$ cat config.mk
export PLATFORM = sky130hd
export DESIGN_NAME = pei_ctrl
export DESIGN_NICKNAME = d
export VERILOG_FILES = /design/src/rtl/pei_pkg.sv /design/src/rtl/pei_src_bank.sv /design/src/rtl/pei_prio_stage.sv /design/src/rtl/pei_ack_ctrl.sv /design/src/rtl/pei_ctrl.sv
export SDC_FILE = /design/constraint.sdc
export NUM_CORES = 1
export LEC_CHECK = 0
export BUFFER_PORTS_ARGS = -buffer_cell sky130_fd_sc_hd__buf_2
export CORE_MARGIN = 10
export CORE_UTILIZATION = 54
export DETAILED_ROUTE_END_ITERATION = 6
export GPL_ROUTABILITY_DRIVEN = 1
export PLACE_DENSITY = 0.85
export SLEW_MARGIN = 5
export SYNTH_ARGS = -nofsm -noshare
export SYNTH_HDL_FRONTEND = slang
export SYNTH_SLANG_ARGS = --single-unit
$ cat constraint.sdc
create_clock -name clk_i -period 5.52 [get_ports clk_i]
set_input_delay 0.276 -clock clk_i [delete_from_list [all_inputs] [get_ports clk_i]]
set_output_delay 0.276 -clock clk_i [all_outputs]
set_load 0.03 [all_outputs]
$ cat src/rtl/pei_pkg.sv
package pei_pkg;

   localparam int unsigned PEI_MAX_SRC = 64;

   function automatic int unsigned pei_idx_w(input int unsigned n);
      return (n <= 2) ? 1 : $clog2(n);
   endfunction

   function automatic bit pei_is_pow2(input int unsigned n);
      return (n != 0) && ((n & (n - 1)) == 0);
   endfunction

endpackage

$ cat src/rtl/pei_src_bank.sv
module pei_src_bank #(
   parameter int unsigned NUM_SRC = 64
) (
   input  logic               clk_i,
   input  logic               rst_i,
   input  logic [NUM_SRC-1:0] evt_i,
   input  logic [NUM_SRC-1:0] ack_i,
   output logic [NUM_SRC-1:0] pend_o,
   output logic               any_o
);

   for (genvar i = 0; i < NUM_SRC; i++) begin : g_src
      logic flag_q;
      always_ff @(posedge clk_i) begin
         if (rst_i)
            flag_q <= 1'b0;
         else
            flag_q <= (flag_q & ~ack_i[i]) | evt_i[i];
      end
      assign pend_o[i] = flag_q;
   end

   assign any_o = |pend_o;

   // an event always leaves its flag set one edge later
   a_r2_evt_sets: assert property (@(posedge clk_i) disable iff (rst_i)
      (($past(evt_i) & ~pend_o) == '0));

   // an acknowledged flag without a fresh event is down afterwards
   a_r9_ack_clears: assert property (@(posedge clk_i) disable iff (rst_i)
      (($past(ack_i & ~evt_i) & pend_o) == '0));

endmodule

$ cat src/rtl/pei_prio_stage.sv
module pei_prio_stage #(
   parameter int unsigned NUM_SRC = 64,
   parameter int unsigned ID_W    = 6,
   parameter bit          GROUPED = 1'b1,
   parameter int unsigned GRP_W   = 8
) (
   input  logic               clk_i,
   input  logic               rst_i,
   input  logic               en_i,
   input  logic [NUM_SRC-1:0] pend_i,
   input  logic [NUM_SRC-1:0] ack_i,
   output logic [ID_W-1:0]    num_o,
   output logic               vld_o
);

   logic [NUM_SRC-1:0] masked;
   logic [ID_W-1:0]    win;
   logic               found;

   // a flag being acknowledged this cycle is gone at the next edge
   assign masked = pend_i & ~ack_i;

   if (GROUPED) begin : g_grouped
      localparam int unsigned NUM_GRP = (NUM_SRC + GRP_W - 1) / GRP_W;
      localparam int unsigned LOC_SH  = $clog2(GRP_W);

      logic [NUM_GRP*GRP_W-1:0] padded;
      logic [NUM_GRP-1:0]       grp_any;

      if (!pei_pkg::pei_is_pow2(GRP_W) || GRP_W < 2) begin : g_bad_grp
         $error("pei_prio_stage: GRP_W must be a power of two of at least 2");
      end

      always_comb begin
         padded = '0;
         padded[NUM_SRC-1:0] = masked;
      end

      for (genvar g = 0; g < NUM_GRP; g++) begin : g_any
         assign grp_any[g] = |padded[g*GRP_W +: GRP_W];
      end

      always_comb begin
         int unsigned      sel;
         int unsigned      loc;
         logic [GRP_W-1:0] slice;
         sel = 0;
         for (int g = NUM_GRP - 1; g >= 0; g--) begin
            if (grp_any[g]) sel = g;
         end
         slice = padded[sel*GRP_W +: GRP_W];
         loc = 0;
         for (int j = GRP_W - 1; j >= 0; j--) begin
            if (slice[j]) loc = j;
         end
         win   = ID_W'((sel << LOC_SH) + loc);
         found = |grp_any;
      end
   end else begin : g_linear
      always_comb begin
         win = '0;
         for (int i = NUM_SRC - 1; i >= 0; i--) begin
            if (masked[i]) win = ID_W'(i);
         end
         found = |masked;
      end
   end

   always_ff @(posedge clk_i) begin
      if (rst_i || !en_i) begin
         num_o <= '0;
         vld_o <= 1'b0;
      end else begin
         num_o <= win;
         vld_o <= found;
      end
   end

   // a valid number always names a sender that is still pending
   a_r4_num_pending: assert property (@(posedge clk_i) disable iff (rst_i)
      (vld_o |-> pend_i[num_o]));

   // mode off leaves the number invalid and zero
   a_r5_mode_off: assert property (@(posedge clk_i) disable iff (rst_i)
      (!$past(en_i) |-> (!vld_o && num_o == '0)));

endmodule

$ cat src/rtl/pei_ack_ctrl.sv
module pei_ack_ctrl #(
   parameter int unsigned NUM_SRC = 64,
   parameter int unsigned ID_W    = 6,
   parameter int unsigned ACK_GAP = 2
) (
   input  logic               clk_i,
   input  logic               rst_i,
   input  logic               mode_i,
   input  logic               hold_i,
   input  logic               vld_i,
   input  logic [ID_W-1:0]    num_i,
   output logic [NUM_SRC-1:0] ack_o
);

   localparam int unsigned GAP_W = pei_pkg::pei_idx_w(ACK_GAP + 1);

   logic [GAP_W-1:0]   gap_q;
   logic               issue;
   logic [NUM_SRC-1:0] ack_d;

   assign issue = mode_i && !hold_i && vld_i && (gap_q == '0);

   for (genvar i = 0; i < NUM_SRC; i++) begin : g_dec
      assign ack_d[i] = issue && (num_i == ID_W'(i));
   end

   always_ff @(posedge clk_i) begin
      if (rst_i) begin
         gap_q <= '0;
         ack_o <= '0;
      end else begin
         ack_o <= ack_d;
         if (issue)
            gap_q <= GAP_W'(ACK_GAP);
         else if (gap_q != '0)
            gap_q <= gap_q - 1'b1;
      end
   end

   // never more than one sender acknowledged
   a_r10_one_ack: assert property (@(posedge clk_i) disable iff (rst_i)
      $onehot0(ack_o));

   // the cycle after an acknowledge is quiet
   a_r7_gap_one: assert property (@(posedge clk_i) disable iff (rst_i)
      ($past(|ack_o) |-> !(|ack_o)));

   // the second cycle after an acknowledge is quiet too
   a_r7_gap_two: assert property (@(posedge clk_i) disable iff (rst_i)
      ($past(|ack_o, 2) |-> !(|ack_o)));

   // a held-off enable blocks the acknowledge
   a_r8_hold: assert property (@(posedge clk_i) disable iff (rst_i)
      ($past(hold_i) |-> !(|ack_o)));

   // an acknowledge needs a valid number before it
   a_r11_needs_vld: assert property (@(posedge clk_i) disable iff (rst_i)
      ((|ack_o) |-> $past(vld_i)));

endmodule

$ cat src/rtl/pei_ctrl.sv
module pei_ctrl #(
   parameter int unsigned NUM_SRC = 64,
   parameter int unsigned ACK_GAP = 2,
   parameter bit          GROUPED = 1'b1,
   parameter int unsigned GRP_W   = 8,
   localparam int unsigned ID_W   = pei_pkg::pei_idx_w(NUM_SRC)
) (
   input  logic               clk_i,
   input  logic               rst_i,
   input  logic               pe_mode_i,
   input  logic               int_en_n_i,
   input  logic [NUM_SRC-1:0] evt_i,
   output logic [NUM_SRC-1:0] pend_o,
   output logic               any_req_o,
   output logic [ID_W-1:0]    req_num_o,
   output logic               num_vld_o,
   output logic [NUM_SRC-1:0] ack_o
);

   if (NUM_SRC < 2 || NUM_SRC > pei_pkg::PEI_MAX_SRC) begin : g_bad_src
      $error("pei_ctrl: NUM_SRC out of range");
   end
   if (ACK_GAP < 1) begin : g_bad_gap
      $error("pei_ctrl: ACK_GAP must be at least 1 so a stale number is never used");
   end

   pei_src_bank #(
      .NUM_SRC (NUM_SRC)
   ) src_i (
      .clk_i  (clk_i),
      .rst_i  (rst_i),
      .evt_i  (evt_i),
      .ack_i  (ack_o),
      .pend_o (pend_o),
      .any_o  (any_req_o)
   );

   pei_prio_stage #(
      .NUM_SRC (NUM_SRC),
      .ID_W    (ID_W),
      .GROUPED (GROUPED),
      .GRP_W   (GRP_W)
   ) prio_i (
      .clk_i  (clk_i),
      .rst_i  (rst_i),
      .en_i   (pe_mode_i),
      .pend_i (pend_o),
      .ack_i  (ack_o),
      .num_o  (req_num_o),
      .vld_o  (num_vld_o)
   );

   pei_ack_ctrl #(
      .NUM_SRC (NUM_SRC),
      .ID_W    (ID_W),
      .ACK_GAP (ACK_GAP)
   ) ack_i (
      .clk_i  (clk_i),
      .rst_i  (rst_i),
      .mode_i (pe_mode_i),
      .hold_i (int_en_n_i),
      .vld_i  (num_vld_o),
      .num_i  (req_num_o),
      .ack_o  (ack_o)
   );

   // an acknowledge only ever targets a pending sender
   a_r6_ack_pending: assert property (@(posedge clk_i) disable iff (rst_i)
      ((ack_o & ~pend_o) == '0));

   // combined request agrees with the flags
   a_r3_any_req: assert property (@(posedge clk_i) disable iff (rst_i)
      (any_req_o == (pend_o != '0)));

endmodule

==> impl_metrics.json, run 1 <==
{
  "outcome": "finished with violations",
  "violations": "hold timing",
  "drtIter0Drc": 586,
  "cp-start-kind": "register",
  "synth_commonest_cells": "202 x nor2_1, 137 x dfxtp_1, 64 x buf_4, 64 x nor2b_1, 25 x nor4_1",
  "max_cap_viol_count": 0,
  "fin_area_um2": 7590,
  "ant_nets": 0,
  "yosysMostFrequentCell": "nor2_1",
  "cts_tree": "done",
  "wl_per_cell_um": 21.1,
  "area_growth_syn_to_layout_pct": 31.8,
  "drt-total-wl_um": 21400,
  "setup_violations": 0,
  "worst-path-buf-inv": 0,
  "rsz0062_at_grt": "no",
  "crit_required_ns": 5.97,
  "gr-usage-met2_pct": 44.5,
  "max_freq_mhz": 305,
  "cts.sinks": 137,
  "die_w_um": 123,
  "place_area_um2": 6390,
  "pin_count": 204,
  "crit_type": "register to register",
  "synth_area_leaders": "dfxtp_1 48%, nor2_1 13%, buf_4 8.3%",
  "die_area_um2": 15200,
  "htreeDepth": 4,
  "synth_fp_nets": 728,
  "clock_skew_ns": 0.0100,
  "grt_pass1_wl_um": 31600,
  "crit_family": "compound AO/OA/AOI/OAI gates",
  "irDropWorstVdd_v": 0.000264,
  "synth_cells": 660,
  "cts_resized": 0,
  "gp_congestion": 1.07,
  "cp.arrival_ns": 3.73,
  "worst_pin_slew_ns": 1.07,
  "hold_path_class": "input pin to register",
  "max_stage_delay_ns": 0.59,
  "final_nets": 930,
  "track_usage_pct": 27.2,
  "synth_edf_count": 0,
  "coreArea_um2": 10400,
  "cts_buffers": 17,
  "crit_slowest_cell": "mux4_2",
  "worst_slack_ns": 2.25,
  "final.min_clock_period_ns": 3.27,
  "min_period_over_period_pct": 59.3,
  "viasPerCell": 5.57,
  "yosysTopAreaCell": "dfxtp_1",
  "grt_pass1_vias": 5569,
  "rows": 37,
  "clk_path_buf_depth": 2,
  "slew_viol_final": 0,
  "crit_fanout": 12,
  "insertion_delay_ns": 0.52,
  "met1_usage_pct": 31.7,
  "die-height_um": 123,
  "grt-busiest-layer": "met2",
  "pwr_density_cell_nw_per_um2": 335,
  "final.setup.tns_ns": 0,
  "ys_types": 58,
  "drc": 0,
  "reg2reg_slack_ns": 2.25,
  "synth_top_area_share_pct": 47.7,
  "holdWs_ns": -0.000102,
  "yosys_warnings": 0,
  "clkTransAtPathRegs_ns": 0.06,
  "p_leak_uw": 0.00347,
  "synth_ff_type": "dfxtp_1",
  "n_antenna_cell": 0,
  "endpoint_kind": "register",
  "port_buffers": 203,
  "synth_area_per_cell_um2": 8.72,
  "pre_cts_ws_ns": 2.30,
  "crit_chain": "nor2b_1 -> or4_1 -> o211ai_2 -> a211oi_2 -> o21ai_2 -> mux4_2 -> a21oi_1 -> and2b_1 -> nor3b_2",
  "max_slew_margin_pct": 28.2,
  "async_flop_share_pct": 0,
  "ys_seq_area_share_pct": 47.7,
  "post_cts_buffers": 0,
  "root_buffer": "clkbuf_8",
  "layout-drive-gt1-share_pct": 30.2,
  "use_met3_pct": 9.89,
  "antenna_found_initial": 0,
  "ys_ff_latch": 137,
  "overflow": 0,
  "vias": 5630,
  "netlist_area_um2": 5760,
  "initial_core_util_pct": 55.5,
  "hold_viol_final": 1,
  "dr.pass1.iters": 7,
  "dpl.hpwl_um": 15600,
  "grt_max_degree": 69
}
## cell families after synthesis
family / share of synthesized area [%]
AOI/OAI and AO/OA: 6.65
buffers and inverters: 9.91
DFF: 47.7
muxes: 2.20
and+or+nand+nor: 33.6
## path summary, 6_finish.rpt
| kind | cells past startpoint | to | startpoint |
|---|---|---|---|
| hold reg to reg | 1 | ack_i.gap_q[0] | ack_i.gap_q[0] |
| setup / recovery | 9 | prio_i.num_o[2] | src_i.g_src[62].flag_q |
| hold / removal | 3 | src_i.g_src[45].flag_q | evt_i[45] |
| setup reg to reg | 9 | prio_i.num_o[2] | src_i.g_src[62].flag_q |
## report_power, final
part	switching [uW]	internal, uW
Sequential	30.8	1020
Combinational	215	131
Clock	433	706
Total	679	1860
## final cells by class
class | instances | area (um^2)
clock buffers | 23 | 487
multi-input cells | 440 | 2440
well taps | 136 | 170
flip-flops and latches | 137 | 2740
repair buffers | 264 | 1620
clock inverters | 9 | 113
inverters | 2 | 7.51
fillers | 753 | 2780
## worst register-to-register path: cells and delay by family, from the launching register on
family          cells  cell delay [ns]
compound gates      4             1.21
flops               1             0.32
mux                 1             0.59
simple gates        4             1.08
## sequential cells by signal, indices dropped and copies added (netlist names)
name	flops
ack_i.ack_o	64
prio_i.num_o	6
src_i.g_src.flag_q	64
prio_i.vld_o	1
ack_i.gap_q	2
## cells in the final DEF (no fill, tap or decap), types with 7 or more instances in the layout
master         count
nor4_2             7
nor4_1            25
nand4_1            9
buf_2            203
clkbuf_16         16
nor2_1           202
dlygate4sd3_1     60
dfxtp_1          137
nor2b_1           64
nand3_1           14
a21oi_1           15
nand2_1           20
mux2i_1            7
## per-stage QoR
step / utilization (%) / hold WS (ns) / std cells / power, uW
floorplan: - / 0.397 / 660 / 1310
global placement: 61.6 / 0.437 / 919 / 1380
detailed placement: 61.6 / 0.458 / 919 / 1380
CTS: 73.2 / 0.000568 / 1011 / 2520
global route: 73.2 / 0.00668 / 1011 / 2610
finish: 73.2 / -0.000102 / 1011 / 2540
## timing repair
| item | CTS | global route |
|---|---|---|
| endpoints found under the setup margin | 0 | 0 |
| hold buffers | 60 | 0 |
| endpoints found under the hold margin | 60 | 0 |
## per-layer routing
| metal | up-vias | wire length [um] |
|---|---|---|
| li1 | 2567 | - |
| met1 | 2635 | 8090 |
| met2 | 370 | 10200 |
| met3 | 58 | 2410 |
| met4 | 0 | 697 |
| met5 | - | 0 |
(Power assumes the default switching activity.)
==> run 2: changes to the inputs <==
ABC_AREA = 1   (was not set)
CORE_UTILIZATION = 45   (was 54)
PLACE_DENSITY = 0.75   (was 0.85)
clock period = 2.8 ns   (was 5.52 ns; I/O delays follow)
==> impl_metrics.json, run 2 <==
{
  "outcome": "finished, final reports clean",
  "synth_top_area_share_pct": 46.3,
  "crit_type": "register to output port",
  "synth-simple-area-share_pct": 26.9,
  "hold_path_class": "input pin to register",
  "met1_usage_pct": 27.8,
  "dr.pass1.iters": 4,
  "ant_nets": 0,
  "cp-start-kind": "register",
  "drc": 0,
  "crit_slowest_cell": "or4_1",
  "place_area_um2": 6610,
  "synth_edf_count": 0,
  "worst_pin_slew_ns": 0.743,
  "htreeDepth": 4,
  "synth_area_per_cell_um2": 7.41,
  "port_buffers": 203,
  "initial_core_util_pct": 46.3,
  "synth-compound-area-share_pct": 7.52,
  "fin_area_um2": 7880,
  "cts_tree": "done",
  "synthXorXnorAreaFrac_pct": 0,
  "max_cap_viol_count": 0,
  "synth_top_family_by_area": "simple AND/OR/NAND/NOR gates",
  "pin_count": 204,
  "area_growth_syn_to_layout_pct": 33.0,
  "r2r_end": "prio_i.num_o[1]",
  "insertion_delay_ns": 0.43,
  "ys_types": 37,
  "worst_slack_ns": 0.165,
  "crit_fanout": 3,
  "rows": 41,
  "reg2reg_slack_ns": 0.30,
  "grt_max_degree": 66,
  "pwr_density_cell_nw_per_um2": 641,
  "fill_cells": 1133,
  "yosys_warnings": 0,
  "clk_path_buf_depth": 2,
  "p_total_uw": 5050,
  "slew_viol_final": 0,
  "viasPerCell": 4.87,
  "vias": 5831,
  "dpl.hpwl_um": 15500,
  "synthAdderAreaFrac_pct": 0,
  "die_area_um2": 18100,
  "endpoint": "any_req_o",
  "reg.largest.list": "ack_i.ack_o x64, src_i.g_src.flag_q x64, prio_i.num_o x6",
  "final_util_pct": 61.7,
  "p_leak_uw": 0.00391,
  "layout_commonest_cell": "buf_2",
  "endpoint_kind": "output port",
  "rr_worst_depth": 18,
  "drtIter0Drc": 382,
  "root_buffer": "clkbuf_16",
  "clock_skew_ns": 0.0145,
  "grt_pass1_vias": 5755,
  "async_flop_share_pct": 0,
  "ys_ff_latch": 137,
  "yosysMostFrequentCell": "inv_1",
  "gp_congestion": 1.01,
  "synthMuxAreaShare_pct": 0,
  "crit_chain": "nor4_1 -> nand4_1 -> or4_1 -> buf_2",
  "rsz0062_at_grt": "no",
  "overflow": 0,
  "die-height_um": 135,
  "max_stage_delay_ns": 0.60,
  "layout-drive-gt1-share_pct": 27.1,
  "max_freq_mhz": 380,
  "timing.rr.start": "src_i.g_src[61].flag_q",
  "final_nets": 1081,
  "yosysTopAreaCell": "dfxtp_1",
  "pre_cts_ws_ns": 0.278,
  "use_met3_pct": 9.98,
  "hold_viol_final": 0,
  "synth_ff_type": "dfxtp_1",
  "netlist_area_um2": 5920,
  "cts_buffers": 17,
  "cts_resized": 0,
  "synth_fp_nets": 867,
  "coreArea_um2": 12800,
  "synth_commonest_cells": "138 x inv_1, 137 x dfxtp_1, 132 x nand2_1",
  "grt_pass1_wl_um": 31900,
  "crit_required_ns": 2.66,
  "die_w_um": 135,
  "track_usage_pct": 22.8,
  "irDropWorstVdd_v": 0.000408,
  "max_slew_margin_pct": 50.5,
  "wl_per_cell_um": 17.5,
  "startpoint": "src_i.g_src[24].flag_q",
  "cts.sinks": 137,
  "final_cell_mix": "203 x buf_2, 138 x inv_1, 137 x dfxtp_1",
  "synth_area_leaders": "dfxtp_1 46%, inv_1 8.8%, nand2_1 8.4%",
  "drt-total-wl_um": 21000,
  "grt-busiest-layer": "met2",
  "final.setup.tns_ns": 0,
  "clkTransAtPathRegs_ns": 0.06,
  "ys_seq_area_share_pct": 46.3,
  "final.min_clock_period_ns": 2.63,
  "min_period_over_period_pct": 94.1,
  "synth_cells": 799,
  "antenna_found_initial": 0,
  "cp.arrival_ns": 2.49,
  "gr-usage-met2_pct": 35.9,
  "setup_violations": 0,
  "n_antenna_cell": 0
}
-- run 2: cell count changes in the layout (fill, tap and decap cells not counted), moves of 8 or more --
cell | previous run | this run
a21oi_1 | 15 | 56
buf_4 | 1 | 10
inv_1 | 2 | 138
nand2_1 | 20 | 132
nand2_2 | 1 | 11
nand3_1 | 14 | 33
nor2_1 | 202 | 129
nor2b_1 | 64 | 0
nor4_1 | 25 | 17
o21ai_0 | 0 | 9
-- run 2: cell type report --
cell class | count | area [um^2] | area share (%)
multi-input combinational | 436 | 2040 | 25.8
sequential | 137 | 2740 | 34.8
clock buffer | 21 | 460 | 5.85
inverter | 144 | 544 | 6.91
clock inverter | 11 | 145 | 1.84
tap | 172 | 215 | 2.73
timing repair buffer | 277 | 1730 | 22.0
-- run 2: how the worst min path moves through the flow --
| stage | cells past startpoint | slack, ns | endpoint | startpoint |
|---|---|---|---|---|
| 5_1_grt | 4 | 0.06 | ack_i.gap_q[0] | rst_i |
| 2_1_floorplan | 2 | 0.26 | src_i.g_src[11].flag_q | evt_i[11] |
| 6_report | 4 | 0.02 | ack_i.gap_q[0] | rst_i |
| 3_3_place_gp | 3 | 0.35 | src_i.g_src[3].flag_q | evt_i[3] |
| 3_5_place_dp | 3 | 0.36 | src_i.g_src[27].flag_q | evt_i[27] |
| 4_1_cts | 4 | 0.01 | ack_i.gap_q[0] | rst_i |
-- run 2: report_power, final --
| group | switching (uW) | internal (uW) |
|---|---|---|
| clock | 870 | 1450 |
| combinational | 415 | 236 |
| sequential | 59.2 | 2020 |
| total | 1340 | 3700 |
-- run 2: stage by stage --
stage,hold WS (ns),instances
after floorplan,0.260,799
after global placement,0.347,1099
after detailed placement,0.358,1099
after CTS,0.0125,1195
after global routing,0.0560,1198
final,0.0212,1198
-- run 2: logic make-up after synthesis --
logic type,count (synthesis)
flops,137
simple gates,355
buf+inv,226
compound gates,81
-- run 2: worst max-delay path: cells and delay by family, from the launching register on --
kind                   cells  cell delay [ns]
buffers and inverters      1             0.20
flip-flops                 1             0.32
AND/OR/NAND/NOR            3             1.55
-- run 2: timing repair --
item / 4_1_cts / 5_1_grt
hold buffers: 64 / 0
buffers inserted: 0 / 3
hold endpoints to repair: 64 / 0
setup endpoints to repair: 0 / 1
-- run 2: metal layers --
layer / routed length [um] / vias up
met2: 9490 / 273
met1: 8700 / 2689
met5: 0 / -
met3: 2520 / 27
met4: 259 / 0
li1: - / 2842
==> run 3: changes to the inputs <==
ABC_AREA = 0   (was 1)
==> impl_metrics.json, run 3 (synthesis gave the netlist of run 1 again) <==
{
  "rows": 41,
  "min_period_over_period_pct": 100,
  "htreeDepth": 4,
  "irDropWorstVdd_v": 0.000421,
  "crit_family": "simple AND/OR/NAND/NOR gates",
  "p_total_uw": 5170,
  "clk_path_buf_depth": 2,
  "rsz0062_at_grt": "yes",
  "max_stage_delay_ns": 0.69,
  "multi_input_area_um2": 2600,
  "track_usage_pct": 25.1,
  "vias": 5908,
  "cts.sinks": 137,
  "fill_cells": 975,
  "antenna_found_initial": 1,
  "die_w_um": 133,
  "cts_buffers": 17,
  "coreArea_um2": 12600,
  "die-height_um": 133,
  "area_growth_syn_to_layout_pct": 48.4,
  "port_buffers": 203,
  "layout_commonest_cell": "buf_2",
  "holdWs_ns": 0.0230,
  "drt-total-wl_um": 23100,
  "drtIter0Drc": 511,
  "fin_area_um2": 8540,
  "drc": 0,
  "hold_viol_final": 0,
  "wl_per_cell_um": 20.2,
  "overflow": 0,
  "outcome": "finished with violations",
  "layout-drive-gt1-share_pct": 40.0,
  "worst_slack_ns": -0.000124,
  "initial_core_util_pct": 45.8,
  "crit_chain": "buf_4 -> nor4_1 -> nand4_1 -> or4_1 -> buf_2",
  "crit_required_ns": 2.66,
  "final_util_pct": 68.0,
  "ant_nets": 0,
  "place_area_um2": 7100,
  "clkTransAtPathRegs_ns": 0.06,
  "worst_pin_slew_ns": 0.805,
  "gp_congestion": 0.930,
  "crit_type": "register to output port",
  "cp.arrival_ns": 2.66,
  "clock_skew_ns": 0.00919,
  "pwr_density_cell_nw_per_um2": 605,
  "final.min_clock_period_ns": 2.80,
  "endpoint_kind": "output port",
  "insertion_delay_ns": 0.43,
  "p_leak_uw": 0.00398,
  "register_area_um2": 2750,
  "final_nets": 1026,
  "crit_slowest_cell": "nor4_1",
  "grt_pass1_wl_um": 34700,
  "grt_pass1_vias": 6115,
  "cp-start-kind": "register",
  "grt_max_degree": 67,
  "max_slew_margin_pct": 45.9,
  "die_area_um2": 17700,
  "pin_count": 204,
  "reg.largest.list": "ack_i.ack_o x64, src_i.g_src.flag_q x64, prio_i.num_o x6",
  "max_freq_mhz": 357,
  "dpl.hpwl_um": 17100,
  "viasPerCell": 5.16,
  "crit_fanout": 2,
  "slew_viol_final": 0,
  "root_buffer": "clkbuf_16",
  "dr.pass1.iters": 5,
  "violations": "setup timing",
  "max_cap_viol_count": 0,
  "setup_violations": 1,
  "final_cell_mix": "203 x buf_2, 202 x nor2_1, 131 x dfxtp_1",
  "cts_tree": "done",
  "worst-path-buf-inv": 2,
  "hold_path_class": "input pin to register"
}
-- run 3: cell type report --
| class | count | share of cell area [%] |
|---|---|---|
| sequential | 137 | 32.2 |
| multi-input combinational | 440 | 30.5 |
| timing repair buffer | 360 | 27.8 |
| clock buffer | 21 | 5.51 |
| tap | 172 | 2.52 |
| clock inverter | 11 | 1.42 |
| inverter | 2 | 0.0879 |
| antenna | 1 | 0.0293 |
-- run 3: layer usage --
metal / track usage, % / vias up / wire [um]
met5: 0 / - / 0
met4: 8.46 / 0 / 584
met3: 9.06 / 42 / 2220
met2: 41.2 / 319 / 11100
met1: 29.8 / 2801 / 9180
li1: - / 2746 / -
-- run 3: power by group --
part / total [uW] / switching (uW) / leakage (uW) / internal (uW)
Clock: 2240 / 861 / 0.000277 / 1370
Combinational: 854 / 480 / 0.00257 / 374
Sequential: 2080 / 55.5 / 0.00113 / 2020
-- run 3: worst paths after layout --
kind         slack (ns)              startpoint              end  depth (start not counted)
min reg2reg        0.49          ack_i.gap_q[1]   ack_i.gap_q[1]                          2
max             -0.0001  src_i.g_src[56].flag_q        any_req_o                          5
min                0.02              int_en_n_i   ack_i.gap_q[1]                          4
max reg2reg        0.05  src_i.g_src[45].flag_q  prio_i.num_o[2]                         11
-- run 3: worst min-delay path, stage by stage --
cell,delay (ns)
buf_2,0.08
nor2b_1,0.06
nand3_1,0.08
a21oi_1,0.05
-- run 3: stage by stage --
step,setup WS [ns],std cells,TNS (ns)
2_1_floorplan,0.0837,660,0
3_3_place_gp,0.00381,1042,0
3_5_place_dp,-0.0184,1042,-0.0184
4_1_cts,0.0166,1139,0
5_1_grt,-0.0221,1144,-0.0284
6_report,-0.000124,1144,-0.000124
-- run 3: timing repair --
action | 4_1_cts | 5_1_grt
cloned | 0 | 0
setup buffers | 0 | 4
endpoints found under the setup margin | 2 | 3
pin swaps | 1 | 12
resized for setup | 2 | 42
hold endpoints to repair | 65 | 0
hold buffers | 65 | 0
